`config.mk`:
```
export PLATFORM = sky130hd
export DESIGN_NAME = lut_flip_scorer
export DESIGN_NICKNAME = d
export VERILOG_FILES = /design/src/rtl/lfs_pkg.sv /design/src/rtl/lfs_ctrl.sv /design/src/rtl/lfs_version_eval.sv /design/src/rtl/lfs_rank.sv /design/src/rtl/lut_flip_scorer.sv
export SDC_FILE = /design/constraint.sdc
export NUM_CORES = 1
export LEC_CHECK = 0
export BUFFER_PORTS_ARGS = -buffer_cell sky130_fd_sc_hd__buf_4
export CAP_MARGIN = 10
export CORE_MARGIN = 10
export CORE_UTILIZATION = 35
export CTS_CLUSTER_SIZE = 30
export DETAILED_ROUTE_END_ITERATION = 10
export HOLD_SLACK_MARGIN = 0.08
export PLACE_DENSITY = 0.62
export REMOVE_ABC_BUFFERS = 1
export SYNTH_ARGS = -nofsm -noshare
export SYNTH_HDL_FRONTEND = slang
export SYNTH_SLANG_ARGS = --single-unit
```
`constraint.sdc`:
```
create_clock -name clk -period 62.4 [get_ports clk]
set_input_delay 6.24 -clock clk [delete_from_list [all_inputs] [get_ports clk]]
set_output_delay 6.24 -clock clk [all_outputs]
set_load 0.02 [all_outputs]
```
`src/rtl/lfs_pkg.sv`:
```
package lfs_pkg;
    localparam int LFS_NIN = 4;
    localparam int LFS_ENT = 1 << LFS_NIN;
    localparam int LFS_NSH = LFS_NIN - 1;
    localparam int LFS_WW  = 8;
    localparam int LFS_CW  = $clog2(LFS_ENT / 2 + 1);
    localparam int LFS_TW  = $clog2(LFS_NSH * (LFS_ENT / 2) + 1);
    localparam int LFS_RW  = 13;

    typedef enum logic [1:0] {
        ST_IDLE   = 2'd0,
        ST_SCAN   = 2'd1,
        ST_FINISH = 2'd2
    } lfs_state_e;
endpackage

```
`src/rtl/lfs_ctrl.sv`:
```
module lfs_ctrl
    import lfs_pkg::*;
#(
    parameter int NIN = LFS_NIN,
    parameter int WW  = LFS_WW,
    localparam int ENT = 1 << NIN
) (
    input  logic                clk,
    input  logic                rst_n,
    input  logic                start,
    input  logic [ENT-1:0]      lut_in,
    input  logic                use_weights,
    input  logic [ENT*WW-1:0]   weights_in,
    output logic [ENT-1:0]      table_q,
    output logic [ENT*WW-1:0]   wt_q,
    output logic                unit_q,
    output logic [NIN-1:0]      idx,
    output logic                scan,
    output logic                first,
    output logic                fin,
    output logic                busy
);
    localparam logic [NIN-1:0] IDX_LAST = '1;

    lfs_state_e state, state_n;
    logic [ENT*WW-1:0] wt_sel;
    logic              accept;

    // State register
    always_ff @(posedge clk or negedge rst_n) begin
        if (!rst_n) state <= ST_IDLE;
        else        state <= state_n;
    end

    // Next-state decode
    always_comb begin
        state_n = state;
        unique case (state)
            ST_IDLE:   if (start) state_n = ST_SCAN;
            ST_SCAN:   if (idx == IDX_LAST) state_n = ST_FINISH;
            ST_FINISH: state_n = ST_IDLE;
            default:   state_n = ST_IDLE;
        endcase
    end

    // Outputs from state
    always_comb begin
        scan   = 1'b0;
        fin    = 1'b0;
        busy   = 1'b0;
        accept = 1'b0;
        unique case (state)
            ST_IDLE:   accept = start;
            ST_SCAN:   begin scan = 1'b1; busy = 1'b1; end
            ST_FINISH: begin fin = 1'b1; busy = 1'b1; end
            default:   ;
        endcase
    end

    assign first = scan && (idx == '0);

    // Weight selection: unit weights when weighting is off
    for (genvar e = 0; e < ENT; e++) begin : g_wsel
        assign wt_sel[e*WW +: WW] = use_weights ? weights_in[e*WW +: WW] : WW'(1);
    end

    // Capture and variant counter
    always_ff @(posedge clk or negedge rst_n) begin
        if (!rst_n) begin
            table_q <= '0;
            wt_q    <= '0;
            unit_q  <= 1'b0;
            idx     <= '0;
        end else if (accept) begin
            table_q <= lut_in;
            wt_q    <= wt_sel;
            unit_q  <= ~use_weights;
            idx     <= '0;
        end else if (scan) begin
            idx <= idx + 1'b1;
        end
    end

    assert_scan_step_R2: assert property (@(posedge clk) disable iff (!rst_n)
        (scan && idx != IDX_LAST) |=> (scan && idx == $past(idx) + 1'b1));
    assert_scan_end_R2: assert property (@(posedge clk) disable iff (!rst_n)
        (scan && idx == IDX_LAST) |=> fin);
    assert_fin_pulse_R2: assert property (@(posedge clk) disable iff (!rst_n)
        fin |=> (!fin && !busy));
    assert_hold_inputs_R9: assert property (@(posedge clk) disable iff (!rst_n)
        busy |=> ($stable(table_q) && $stable(wt_q) && $stable(unit_q)));
endmodule

```
`src/rtl/lfs_version_eval.sv`:
```
module lfs_version_eval
    import lfs_pkg::*;
#(
    parameter int NIN = LFS_NIN,
    parameter int WW  = LFS_WW,
    parameter int RW  = LFS_RW,
    localparam int ENT = 1 << NIN,
    localparam int NSH = NIN - 1,
    localparam int CW  = $clog2(ENT / 2 + 1),
    localparam int TW  = $clog2(NSH * (ENT / 2) + 1)
) (
    input  logic [ENT-1:0]    table_q,
    input  logic [ENT*WW-1:0] wt_q,
    input  logic [NIN-1:0]    mask,
    output logic [CW-1:0]     err_cnt [NSH],
    output logic [TW-1:0]     err_tot,
    output logic [RW-1:0]     risk
);
    logic [ENT-1:0] vt;
    logic [ENT-1:0] err [NSH];

    // Variant table: reordered by XOR of the address with the mask
    always_comb begin
        for (int x = 0; x < ENT; x++) begin
            vt[x] = table_q[NIN'(x) ^ mask];
        end
    end

    // Short injection: mismatched pair reads as both-set address
    for (genvar s = 0; s < NSH; s++) begin : g_short
        for (genvar x = 0; x < ENT; x++) begin : g_addr
            localparam int  PARTNER = x | (3 << s);
            localparam bit  SPLIT   = (((x >> s) & 1) != ((x >> (s + 1)) & 1));
            if (SPLIT) begin : g_cmp
                assign err[s][x] = vt[x] ^ vt[PARTNER];
            end else begin : g_zero
                assign err[s][x] = 1'b0;
            end
        end
    end

    // Per-short counts and total
    always_comb begin
        err_tot = '0;
        for (int s = 0; s < NSH; s++) begin
            err_cnt[s] = '0;
            for (int x = 0; x < ENT; x++) begin
                err_cnt[s] = err_cnt[s] + CW'(err[s][x]);
            end
            err_tot = err_tot + TW'(err_cnt[s]);
        end
    end

    // Weighted risk over all shorts
    always_comb begin
        risk = '0;
        for (int s = 0; s < NSH; s++) begin
            for (int x = 0; x < ENT; x++) begin
                if (err[s][x]) risk = risk + RW'(wt_q[x*WW +: WW]);
            end
        end
    end
endmodule

```
`src/rtl/lfs_rank.sv`:
```
module lfs_rank
    import lfs_pkg::*;
#(
    parameter int NIN = LFS_NIN,
    parameter int RW  = LFS_RW
) (
    input  logic           clk,
    input  logic           rst_n,
    input  logic           valid,
    input  logic           first,
    input  logic [NIN-1:0] idx,
    input  logic [RW-1:0]  risk,
    output logic [NIN-1:0] best_idx,
    output logic [RW-1:0]  r_cur,
    output logic [RW-1:0]  r_min,
    output logic [RW-1:0]  r_max
);
    always_ff @(posedge clk or negedge rst_n) begin
        if (!rst_n) begin
            best_idx <= '0;
            r_cur    <= '0;
            r_min    <= '0;
            r_max    <= '0;
        end else if (valid && first) begin
            best_idx <= idx;
            r_cur    <= risk;
            r_min    <= risk;
            r_max    <= risk;
        end else if (valid) begin
            if (risk < r_min) begin
                r_min    <= risk;
                best_idx <= idx;
            end
            if (risk > r_max) r_max <= risk;
        end
    end

    assert_tie_keeps_low_R8: assert property (@(posedge clk) disable iff (!rst_n)
        (valid && !first && risk >= r_min) |=> $stable(best_idx));
    assert_min_improves_R8: assert property (@(posedge clk) disable iff (!rst_n)
        (valid && !first && risk < r_min) |=> (best_idx == $past(idx)));
endmodule

```
`src/rtl/lut_flip_scorer.sv`:
```
module lut_flip_scorer
    import lfs_pkg::*;
(
    input  logic                     clk,
    input  logic                     rst_n,
    input  logic                     start,
    input  logic [LFS_ENT-1:0]       lut_in,
    input  logic                     use_weights,
    input  logic [LFS_ENT*LFS_WW-1:0] weights_in,
    output logic                     busy,
    output logic                     ver_valid,
    output logic [LFS_NIN-1:0]       ver_idx,
    output logic [LFS_CW-1:0]        ver_err_ab,
    output logic [LFS_CW-1:0]        ver_err_bc,
    output logic [LFS_CW-1:0]        ver_err_cd,
    output logic [LFS_TW-1:0]        ver_err_total,
    output logic [LFS_RW-1:0]        ver_risk,
    output logic                     done,
    output logic [LFS_NIN-1:0]       best_idx,
    output logic [LFS_RW-1:0]        risk_cur,
    output logic [LFS_RW-1:0]        risk_min,
    output logic [LFS_RW-1:0]        risk_max
);
    logic [LFS_ENT-1:0]        table_q;
    logic [LFS_ENT*LFS_WW-1:0] wt_q;
    logic                      unit_q;
    logic [LFS_NIN-1:0]        idx;
    logic                      scan, first, fin;
    logic [LFS_CW-1:0]         err_cnt [LFS_NSH];

    lfs_ctrl #(.NIN(LFS_NIN), .WW(LFS_WW)) u_ctrl (
        .clk(clk), .rst_n(rst_n), .start(start), .lut_in(lut_in),
        .use_weights(use_weights), .weights_in(weights_in),
        .table_q(table_q), .wt_q(wt_q), .unit_q(unit_q), .idx(idx),
        .scan(scan), .first(first), .fin(fin), .busy(busy)
    );

    lfs_version_eval #(.NIN(LFS_NIN), .WW(LFS_WW), .RW(LFS_RW)) u_eval (
        .table_q(table_q), .wt_q(wt_q), .mask(idx),
        .err_cnt(err_cnt), .err_tot(ver_err_total), .risk(ver_risk)
    );

    lfs_rank #(.NIN(LFS_NIN), .RW(LFS_RW)) u_rank (
        .clk(clk), .rst_n(rst_n), .valid(scan), .first(first), .idx(idx),
        .risk(ver_risk), .best_idx(best_idx), .r_cur(risk_cur),
        .r_min(risk_min), .r_max(risk_max)
    );

    assign ver_valid  = scan;
    assign ver_idx    = idx;
    assign ver_err_ab = err_cnt[0];
    assign ver_err_bc = err_cnt[1];
    assign ver_err_cd = err_cnt[2];
    assign done       = fin;

    assert_unit_risk_R7: assert property (@(posedge clk) disable iff (!rst_n)
        (ver_valid && unit_q) |-> (ver_risk == LFS_RW'(ver_err_total)));
    assert_order_R8: assert property (@(posedge clk) disable iff (!rst_n)
        done |-> (risk_min <= risk_cur && risk_cur <= risk_max));
    assert_exclusive_R2: assert property (@(posedge clk) disable iff (!rst_n)
        !(done && ver_valid));
endmodule

```
; ---- Yosys cells after proc, flatten, opt, wreduce, memory -nomap -nowiden
; Index checks and enable logic that the tools add are counted.
[op_classes]
addsub = 47
n_lt_le_gt_ge = 17
eq_ne = 5
muxes = 87
bitwise_logic = 35
reduce_logical = 12
[op_table]
columns = cell, n
row1 = 13-bit 2-to-1 mux, 29
row2 = 13-bit by 8-bit adder with 13-bit output, 22
row3 = 8-bit 2-to-1 mux, 16
row4 = "4-bit by 5-bit less-than comparator with 1-bit output, second input constant", 15
row5 = 4-bit by 1-bit adder with 4-bit output, 18
row6 = 1-bit binary-select mux with 4-bit select, 15
row7 = 4-bit 2-to-1 mux, 5
row8 = 1-bit XOR, 20
row9 = 1-bit 2-to-1 mux, 19
row10 = 13-bit > comparator, 1
row11 = 13-bit less-than comparator, 1
row12 = 2-bit inverter, 6
row13 = 3-bit inverter, 4
row14 = 8-bit by 8-bit adder with 9-bit output, 1
row15 = 2-bit nonzero test, 4
row16 = 1-bit by 1-bit adder with 2-bit output, 3
row17 = 2-bit AND reduction, 3
row18 = 4-bit by 4-bit adder with 5-bit output, 1
row19 = 5-bit by 4-bit adder with 5-bit output, 1
row20 = "4-bit by 1-bit adder with 4-bit output, second input constant", 1
row21 = "4-bit == test, second input constant", 1
row22 = 4-bit zero test, 1
row23 = 2-bit 2-to-1 mux, 2
row24 = 1-bit inverter, 4
row25 = other kinds (9), 10
[totals]
reg_bits = 185
in_bits = 148
output_inout_bits = 80
elab_cells = 211

; ---- Logic depth before layout (Yosys ltp)
; Gate-level depths: netlist (run 1).
[logic_depth]
depth_word = 55
mapped_depth = 133
mapped_depth_nobuf = 130

; ---- By module
; Synthesis (run 1) repeated with hierarchy kept, for this count alone.
[hier_totals]
cells_unflattened = 2730
hier_area_um2 = 22218.8
[by_module_without_submodules]
columns = module, instances, cells_per_inst, area_per_inst_um2, seq_area_each_um2
row1 = lfs_version_eval, 1, 1788, 13451.7, 0.0
row2 = lfs_ctrl, 1, 661, 6094.6, 3778.6
row3 = lfs_rank, 1, 281, 2672.6, 1076.0

; ---- Worst setup path before layout (run 1)
; OpenSTA, ideal clock, no wires.
[synth_timing]
path_kind = flip-flop to output port
startpoint = register u_ctrl.idx[0]
endpoint = output port ver_risk[11]
t_arrival_ps = 21409
required_time_ps = 56160
setup_slack_ps = 34751
stages_incl_launch_ff = 103
path_buffers = 1
cell_sequence = dfrtp_1 buf_6 mux4_2 mux4_2 xor2_1 and2_1 ha_1 inv_1 fa_1 nand2b_1 nand2_1 fa_1 nor2_1 a31oi_1 inv_1 fa_1 nor2_1 or2_2 [... 67 more ...] xnor2_1 mux2_2 ha_1 inv_1 nor2_1 nor2_1 xnor2_1 mux2_2 ha_1 a21o_1 a21oi_1 nor2_1 o21ai_0 o31ai_1 mux2_2 xor2_1 nor3_1 xnor2_1
[synth_between]
elab_chain_len = 51
word_cells_on_any_way = 105
cone_classes = add/sub (23) / mux (54) / bitwise (28)
[synth_rtl]
columns = element, line
row1 = "start, declared", lfs_ctrl.sv:17  ; output logic [NIN-1:0] idx,
row2 = "start signal, assigned", lfs_ctrl.sv:80  ; idx <= idx + 1'b1;
row3 = 1-bit inverter (no source line) or 2-bit inverter (tied branches), -
row4 = 1-bit binary-select mux with 4-bit select, lfs_version_eval.sv:25  ; vt[x] = table_q[NIN'(x) ^ mask];
row5 = 1-bit 2-to-1 mux (not written as such), lfs_version_eval.sv:25
row6 = 1-bit XOR, lfs_version_eval.sv:35  ; assign err[s][x] = vt[x] ^ vt[PARTNER];
row7 = 8-bit 2-to-1 mux, lfs_version_eval.sv:59  ; if (err[s][x]) risk = risk + RW'(wt_q[x*WW +: WW]);
row8 = 8-bit by 8-bit adder with 9-bit output, lfs_version_eval.sv:59
row9 = 13-bit 2-to-1 mux, lfs_version_eval.sv:59
row10 = 13-bit by 8-bit adder with 13-bit output, lfs_version_eval.sv:59
row11 = [... 35 more ...], -
row12 = 13-bit by 8-bit adder with 13-bit output, lfs_version_eval.sv:59
row13 = 13-bit 2-to-1 mux, lfs_version_eval.sv:59
row14 = 13-bit by 8-bit adder with 13-bit output, lfs_version_eval.sv:59
row15 = 13-bit 2-to-1 mux, lfs_version_eval.sv:59
row16 = 13-bit by 8-bit adder with 13-bit output, lfs_version_eval.sv:59
row17 = 13-bit 2-to-1 mux, lfs_version_eval.sv:59
row18 = 13-bit by 8-bit adder with 13-bit output, lfs_version_eval.sv:59
row19 = 13-bit 2-to-1 mux *, lfs_version_eval.sv:59
row20 = "end, declared", lut_flip_scorer.sv:17  ; output logic [LFS_RW-1:0] ver_risk,
; Every way passes the cells marked *; elsewhere a longest branch is shown, timed or not. The select of a mux whose other input is x is not followed.

; ---- Worst setup path after layout (run 1)
; Ends and elaborated chain as after synthesis.

==> results of run 1 <==
-- stage by stage --
| stage | util (%) | instances |
|---|---|---|
| final | 40.3 | 3688 |
| after detailed placement | 39.4 | 3656 |
| after CTS | 40.3 | 3688 |
| after floorplan | - | 2581 |
| after global routing | 40.3 | 3688 |
| after global placement | 39.4 | 3656 |
-- path summary, 6_finish.rpt --
kind                                  from               end  slack, ps
setup / recovery             u_ctrl.idx[0]      ver_risk[11]      30350
hold / removal             u_ctrl.wt_q[68]   u_ctrl.wt_q[68]        480
setup reg to reg             u_ctrl.idx[0]   u_rank.r_min[3]      35400
hold reg to reg            u_ctrl.wt_q[68]   u_ctrl.wt_q[68]        480
max in group asynchronous            rst_n   u_ctrl.wt_q[40]      55340
min in group asynchronous            rst_n  u_rank.r_cur[10]       5730
-- layout make-up --
class                   instances  area share [%]
inverters                     222            3.35
clock inverters                13           0.533
repair buffers                238            7.20
multi-input cells            2182            65.1
clock buffers                  19            1.82
flip-flops and latches        177            17.8
well taps                     837            4.21
-- worst max-delay path: cells and delay by family, from the launching register on --
family,cells,cell delay (ps)
flip-flops,1,420
adder cells (fa/ha/maj),23,9180
AO/OA/AOI/OAI,26,5570
multiplexers,5,2090
XOR/XNOR,8,2010
AND/OR/NAND/NOR,30,3990
buffers and inverters,16,2040
-- registers in the layout, summed over array words and instances, names as in the netlist --
signal	cells
u_ctrl.wt_q	112
u_ctrl.table_q	16
u_rank.r_cur	13
u_rank.r_max	13
u_rank.r_min	13
u_ctrl.idx	4
u_rank.best_idx	4
u_ctrl.state	2
-- cells in the final DEF, fill, tap and decap left out, drive strengths merged, types with 8 or more instances in the layout --
| master | count |
|---|---|
| mux4 | 24 |
| a31oi | 30 |
| or2 | 18 |
| a21oi | 159 |
| o21ai | 157 |
| nor2b | 50 |
| and2 | 25 |
| xnor3 | 9 |
| fa | 40 |
| a21o | 59 |
| o211ai | 21 |
| nand2b | 30 |
| nand4 | 8 |
| o21bai | 42 |
| o21a | 46 |
| clkbuf | 20 |
| xor2 | 52 |
| a211oi | 21 |
| o31ai | 14 |
| or3 | 8 |
| xnor2 | 139 |
| clkinv | 8 |
| nor3 | 33 |
| inv | 227 |
| nor2 | 182 |
| nand3 | 117 |
| or4 | 8 |
| dfrtp | 177 |
| mux2 | 110 |
| nand2 | 374 |
| ha | 229 |
| o31a | 8 |
| mux2i | 30 |
| nor4 | 17 |
| buf | 237 |
-- cells by family after synthesis --
| logic type | count (synthesis) | synth area share, % |
|---|---|---|
| AND/OR/NAND/NOR | 895 | 18.8 |
| AO/OA/AOI/OAI | 648 | 19.5 |
| buffers and inverters | 316 | 5.56 |
| adder cells (fa/ha/maj) | 274 | 17.0 |
| XOR/XNOR | 201 | 9.07 |
| flip-flops | 177 | 20.3 |
| multiplexers | 164 | 9.72 |
-- routing by layer --
metal | track usage (%) | vias up
li1 | - | 9744
met1 | 24.2 | 9208
met2 | 30.8 | 456
met3 | 3.13 | 84
met4 | 6.85 | 2
met5 | 0 | -
==> impl_results.md, run 1 <==
* Run status: complete, no violations
* R2r worst-path depth at 116
* Synth Instances at 2675
* Via count at 19500
* Residual DRC at 0
* Max cap viols at 0
* WL per Instance at 18.8 um
* Worst skew pair latency at 510 ps
* CTS buffer count at 17
* Postcts setup bufs at 0
* Clock-pin slew on the worst setup and hold paths at approximately 80 ps
* P&R area growth vs syn at 14.1%
* Most used cell, CP: inv_1
* Fraction of layout cells with a size suffix above 1 at between 10% and 20%
* Starting Density at 35.3%
* Post-synthesis cell area at 0.0218 mm^2
* Met2 WL at between 30 and 40 mm
* DP HPWL at roughly 56 mm
* CP arrival at 25810 ps
* Hold Fails Final Rpt at 0
* Die height at 270 um
* Sink Count at 177
* Filler cells at 6397
* Total Wirelength at 69.2 mm
* CP max-delay cell: mux4_2
* Vias in the first global route at 18700
* Hold Worst Slack at roughly 480 ps
* Die ar. at around 0.073 mm^2
* Placed Area at 0.0243 mm^2
* Min-Delay Path Depth at 2
* Clk root buf: clkbuf_16
* Async SR Flop Fraction at 100%
* Antenna violations before repair at 1
* EDFF count, synth at 0
* Crit Path Category: register to primary output
* Worst Hold Class: register to register
* Top cell type's share of synthesized area at 20.3%
* Met3 WL at between 3 and 4 mm
* Most common cell in the netlist: nand2_1
* Core area at 0.0617 mm^2
* Setup Skew at 16.9 ps
* Startpoint Class: register
* GRT Overall Usage at 18.7%
* # nets final at between 3000 and 4000
* Gates resized, CTS repair at 0
* Worst Path Required at 56160 ps
* Grt ovf at 0
* Ant diodes at 0
* Vias/cell at 5.29
* Largest net degree at the start of global routing at 86
* Critical Path End Type: primary output
* CTS tree: built
* IO buf count at between 200 and 250
* Ys Warns at 0
* Register Area at 0.00443 mm^2
* Highest metal used: met5
* Synth area leader: dfrtp_1
* DRT met1 WL at about 32 mm
* Final Slew Violations at 0
* Worst setup margin at 30350 ps
* Unrepaired setup endpoints after global routing: false
* Htree depth at 4
* Worst-path fanout max at 27
* RePlAce Congestion at 0.914
* Slew margin rel. at around 32%
* CP max stage delay at 640 ps
* Max Root-Sink Buffers at 2
* DRT Pass-1 Iters at 5
* Main flop type after synthesis: dfrtp_1
* Chip width at 270 um
* Synth Register Bits at roughly 180
* Final setup viols at 0
* Post-synth top cells: nand2_1 (374), ha_1 (229), inv_1 (214)
* CTS Hold Buffers Added at 0
* # IOs at 228
* Synth top area cells: dfrtp_1 (20%), ha_1 (13%), nand2_1 (6.4%)
* Antenna viol nets, final at 0
* Period minus WS final at 32050 ps
* Sequential area share after synthesis at between 20% and 30%
* Period utilisation layout at 51.4%
* Synthesized area per cell at just over 8 um^2
* FP Rows at 91
* Worst-Margin Slew at roughly 1000 ps
* DP Worst Slack at ~31000 ps
* Fmax at 0.0312 GHz
* Synth unique cells at 101
* Final TNS setup at 0 ps
* Fin area at about 0.025 mm^2
* Initial DRC count at 1107
* First-pass GRT wire length at 107 mm
* Area of the multi-input gates at 0.0162 mm^2
Power of run 1 is not shown: default switching activity piles up to over one toggle a cycle in this logic, so the estimate is an artifact.
==> run 2: changes to the inputs <==
==> constraint.sdc (replaced) <==
create_clock -name clk -period 31.9 [get_ports clk]
set_input_delay 3.19 -clock clk [delete_from_list [all_inputs] [get_ports clk]]
set_output_delay 3.19 -clock clk [all_outputs]
set_load 0.02 [all_outputs]
==> run 2 against run 1 <==
Compared with the run above:
- cell count barely moved
- clock skew rose by 0.74 ps
- final area rose by 0.20%
- critical path type unchanged
- via count fell by 0.44%
- core utilization rose by 0.079 points
- largest cell class unchanged
==> impl_results.md, run 2 (synthesis results as in run 1) <==
* Grt ovf at 0
* Most used cell, CP: inv_1
* Startpoint Class: register
* DP HPWL at 55.6 mm
* DP Worst Slack at 3680 ps
* Initial DRC count at 1368
* FP Rows at approximately 90
* Via count at 19400
* Core area at 0.0617 mm^2
* Period utilisation layout at 90.8%
* Antenna viol nets, final at 0
* Total Wirelength at 68.7 mm
* Ant diodes at 0
* Vias in the first global route at 18600
* CP max stage delay at 610 ps
* Crit Path Category: register to primary output
* WL per Instance at 18.6 um
* Fmax at 0.0345 GHz
* Die height at 270 um
* Fin area at 0.0249 mm^2
* Final TNS setup at 0 ps
* CP arrival at 25780 ps
* Worst Hold Class: register to register
* Unrepaired setup endpoints after global routing: false
* Chip width at about 270 um
* Critical path's top delay family: adder cells
* Postcts setup bufs at 0
* Largest net degree at the start of global routing at 85
* RePlAce Congestion at approximately 0.93
* Max Root-Sink Buffers at 2
* Bufs and invs on worst path at 16
* Vias/cell at 5.26
* Hold Fails Final Rpt at 0
* CTS Hold Buffers Added at 0
* Run status: complete, no violations
* # IOs at 228
* Antenna violations before repair at 1
* Sink Count at 177
* Worst setup margin at 2930 ps
* Residual DRC at 0
* CTS tree: built
* Clk root buf: clkbuf_16
* Die ar. at between 0.07 and 0.08 mm^2
* Max cap viols at 0
* Filler cells at 6402
* Worst-path fanout max at 17
* Top reg by flops: u_ctrl.wt_q
* Gates resized, CTS repair at 0
* Most common cell after layout, fill and taps aside: nand2_1
* CP max-delay cell: mux4_2
* Final setup viols at 0
* Critical Path End Type: primary output
* Number of flip-flops in the largest register at 112
* CTS buffer count at 17
* GRT Overall Usage at approximately 19%
* Fraction of layout cells with a size suffix above 1 at 16.3%
* Clock-pin slew on the worst setup and hold paths at 80 ps
* IO buf count at 211
* Final Slew Violations at 0
* Worst-Margin Slew at 1070 ps
* Worst skew pair latency at 510 ps
* First-pass GRT wire length at 107 mm
* Worst Path Required at 28710 ps
* Period minus WS final at 28970 ps
* Commonest cells after routing, fill and taps aside: nand2_1 (373), buf_4 (238), ha_1 (229)
* Placed Area at about 0.024 mm^2
* Htree depth at 4
* P&R area growth vs syn at 14.4%
* DRT Pass-1 Iters at 5
* # nets final at 3256
* Setup Skew at around 18 ps
* Biggest regs: u_ctrl.wt_q (112), u_ctrl.table_q (16)
* Slew margin rel. at between 20% and 30%
* Starting Density at 35.3%
run 2: cell count changes in the layout (fill, tap and decap cells not counted):
| cell | delta |
|---|---|
| inv_8 | -3 |
| bufinv_16 | +2 |
| inv_6 | +2 |
| buf_4 | +1 |
| clkbuf_8 | -1 |
| clkinv_2 | -1 |
| clkinv_8 | +1 |
run 2: path summary, 6_finish.rpt:
check / from / end / slack (ps) / depth (start not counted)
min: u_ctrl.wt_q[66] / u_ctrl.wt_q[66] / 480 / 2
max: u_ctrl.idx[1] / ver_risk[11] / 2930 / 108
max in group asynchronous: rst_n / u_ctrl.wt_q[40] / 27860 / 2
min in group asynchronous: rst_n / u_rank.r_cur[10] / 2710 / 1
min reg2reg: u_ctrl.wt_q[66] / u_ctrl.wt_q[66] / 480 / 2
max reg2reg: u_ctrl.idx[1] / u_rank.best_idx[3] / 4970 / 116
run 2: metrics by stage:
stage,hold slack (ps),utilization [%],cells
final,478,40.4,3689
after global routing,499,40.4,3689
after CTS,484,40.4,3689
after detailed placement,467,39.4,3657
after global placement,462,39.4,3657
after floorplan,444,-,2581
run 2: area by class of cell:
type / count / area, um^2 / share of cell area, %
flip-flops and latches: 177 / 4430 / 17.8
clock buffers: 18 / 439 / 1.76
inverters: 222 / 833 / 3.34
multi-input cells: 2182 / 16200 / 65.0
clock inverters: 14 / 188 / 0.753
repair buffers: 239 / 1800 / 7.22
well taps: 837 / 1050 / 4.20
run 2: worst reg2reg max path, delay by kind of cell (launching register included):
| kind | cells | cell delay (ps) |
|---|---|---|
| AOI/OAI and AO/OA | 28 | 5900 |
| DFF | 1 | 550 |
| buffers and inverters | 16 | 2030 |
| adders and majority gates | 25 | 9840 |
| xor gates and xnor gates | 8 | 1840 |
| and+or+nand+nor | 33 | 4280 |
| muxes | 6 | 2400 |
run 2: routing by layer:
| layer | GRT usage (%) | wire length [um] |
|---|---|---|
| met2 | 30.9 | 32300 |
| met4 | 5.47 | 1600 |
| met5 | 0 | 13 |
| met3 | 3.27 | 3420 |
| met1 | 24.3 | 31400 |
Power of run 2 is left out for the same reason.
==> run 3: changes to the inputs <==
--- a/config.mk
+++ b/config.mk
@@ -5,6 +5,7 @@
 export SDC_FILE = /design/constraint.sdc
 export NUM_CORES = 1
 export LEC_CHECK = 0
+export ABC_AREA = 1
 export BUFFER_PORTS_ARGS = -buffer_cell sky130_fd_sc_hd__buf_4
 export CAP_MARGIN = 10
 export CORE_MARGIN = 10
==> run 3 against run 2 <==
Compared with the run above:
- sequential share of layout area increased by 0.80 points
- synthesized area shrank 3.7%
- non-clock buffer count shrank 14
- clock skew increased by 2.3 ps
- maximum frequency up 1.2%
- highest routed layer is now met4
==> impl_results.md, run 3 <==
* Post-synth top cells: nand2_1 (952), inv_1 (424), nand3_1 (290)
* Run status: complete, no violations
* Most common cell after layout, fill and taps aside: nand2_1
* Worst skew pair latency at 520 ps
* Worst-Margin Slew at 1010 ps
* Unrepaired setup endpoints after global routing: false
* Most common cell in the netlist: nand2_1
* DP HPWL at between 50 and 60 mm
* Final TNS setup at 0 ps
* Post-synthesis cell area at 0.0210 mm^2
* Hold Path Sink: u_rank.best_idx[2]
* RePlAce Congestion at 0.923
* Period minus WS final at 28620 ps
* GRT met1 Usage at roughly 25%
* # IOs at 228
* Crit Path Category: register to primary output
* Setup slack, reg-to-reg at 5030 ps
* Ant diodes at 0
* WL per Instance at 16.0 um
* Critical Path End Type: primary output
* R2r worst-path depth at 133
* IO buf count at between 200 and 250
* Core area at 0.0592 mm^2
* GRT Overall Usage at 19.2%
* Critical path's top delay family: adder cells
* Synth unique cells at 50
* CP max stage delay at 840 ps
* Die height at roughly 260 um
* CTS Hold Buffers Added at 0
* Gates resized, CTS repair at 0
* Worst Hold Class: register to register
* Residual DRC at 0
* Clk root buf: clkbuf_16
* Min-Delay Path Depth at 2
* Postcts setup bufs at 0
* Vias in the first global route at between 15000 and 20000
* Synth Register Bits at 177
* Starting Density at 35.4%
* # nets final at 3812
* Setup crit start: u_ctrl.idx[1]
* Initial DRC count at around 1300
* DRT Pass-1 Iters at 5
* Commonest cells after routing, fill and taps aside: nand2_1 (951), inv_1 (423), nand3_1 (290)
* Final Slew Violations at 0
* CP max-delay cell: dfrtp_1
* FP Rows at between 80 and 90
* Met3 Usage GRT at 3.21%
* Setup Skew at 19.9 ps
* P&R area growth vs syn at 13.6%
* Sink Count at 177
* Final setup viols at 0
* CP arrival at 25430 ps
* Via count at roughly 21000
* CTS tree: built
* Grt ovf at 0
* Synth area leader: dfrtp_1
* Worst-path fanout max at 21
* Clock-pin slew on the worst setup and hold paths at 70 ps
* Number of flip-flops in the largest register at between 100 and 150
* Ys Warns at 0
* Antenna violations before repair at 0
* Hold Fails Final Rpt at 0
* Top reg by flops: u_ctrl.wt_q
* Async SR Flop Fraction at 100%
* Slew margin rel. at about a third
* Synthesized area per cell at 6.49 um^2
* Antenna viol nets, final at 0
* CTS buffer count at 17
* Largest net degree at the start of global routing at between 100 and 150
* Bufs and invs on worst path at 23
* Startpoint Class: register
* Synth Instances at around 3200
* Fmax at 0.0349 GHz
* Total Wirelength at roughly 67 mm
* Chip width at roughly 260 um
* First-pass GRT wire length at 107 mm
* Worst Hold Launch: u_rank.best_idx[2]
* Top cell type's share of synthesized area at 21.1%
* Period utilisation layout at 89.7%
* Worst Path Required at 28710 ps
* Biggest regs: u_ctrl.wt_q (112), u_ctrl.table_q (16)
* Most used cell, CP: ha_1
* Die ar. at 0.0702 mm^2
* Max Root-Sink Buffers at 2
* Vias/cell at 4.92
* Fraction of layout cells with a size suffix above 1 at roughly an eighth
* Sequential area share after synthesis at 21.1%
* EDFF count, synth at 0
* Grt peak-use layer: met2
* Max cap viols at 0
* R2r endpoint: u_rank.r_min[11]
* Main flop type after synthesis: dfrtp_1
* Htree depth at 4
* Synth top area cells: dfrtp_1 (21%), nand2_1 (17%), ha_1 (14%)
* GR met2 Demand/Resource at a little under a third
* Worst R2R Start: u_ctrl.idx[1]
==> run 3: logic make-up after synthesis <==
family	synth area share, %
flip-flops	21.1
AO/OA/AOI/OAI	13.9
buffers and inverters	9.72
XOR/XNOR	3.50
AND/OR/NAND/NOR	34.3
adder cells (fa/ha/maj)	17.5
==> run 3: area by class of cell <==
cell class | count | area, um^2
multi-input cells | 2533 | 14500
repair buffers | 225 | 1700
well taps | 773 | 967
fillers | 6417 | 35400
inverters | 441 | 1660
clock buffers | 18 | 429
flip-flops and latches | 177 | 4430
clock inverters | 14 | 144
==> run 3: worst max-delay path by stage <==
stage	end	slack, ps	cells after the start
after floorplan	ver_risk[11]	7650	125
final	ver_risk[11]	3280	125
after global placement	ver_risk[11]	3990	125
after detailed placement	ver_risk[11]	3890	125
after CTS	ver_risk[11]	3220	125
after global routing	ver_risk[11]	1270	125
==> run 3: stage by stage <==
step | hold WS, ps | cell area (um^2) | instances | worst slack, ps | utilization, %
CTS | 493 | 23900 | 4181 | 3220 | 40.3
global placement | 469 | 23300 | 4149 | 3990 | 39.3
detailed placement | 475 | 23300 | 4149 | 3890 | 39.3
finish | 487 | 23900 | 4181 | 3280 | 40.3
global route | 517 | 23900 | 4181 | 1270 | 40.3
floorplan | 453 | 20600 | 3151 | 7650 | -
==> run 3: per-layer routing <==
layer | routed length, um | vias to the layer above
met5 | 0 | -
met4 | 1560 | 0
met3 | 3180 | 64
met2 | 30400 | 420
met1 | 31900 | 9300
li1 | - | 10800
==> run 3: worst reg2reg max path: cells and delay by family, from the launching register on <==
kind	cells	cell delay, ps
flip-flops	1	840
XOR/XNOR	13	2310
buffers and inverters	23	1950
AND/OR/NAND/NOR	42	6200
AO/OA/AOI/OAI	30	7020
adder cells (fa/ha/maj)	25	8490
Power of run 3 is left out for the same reason.
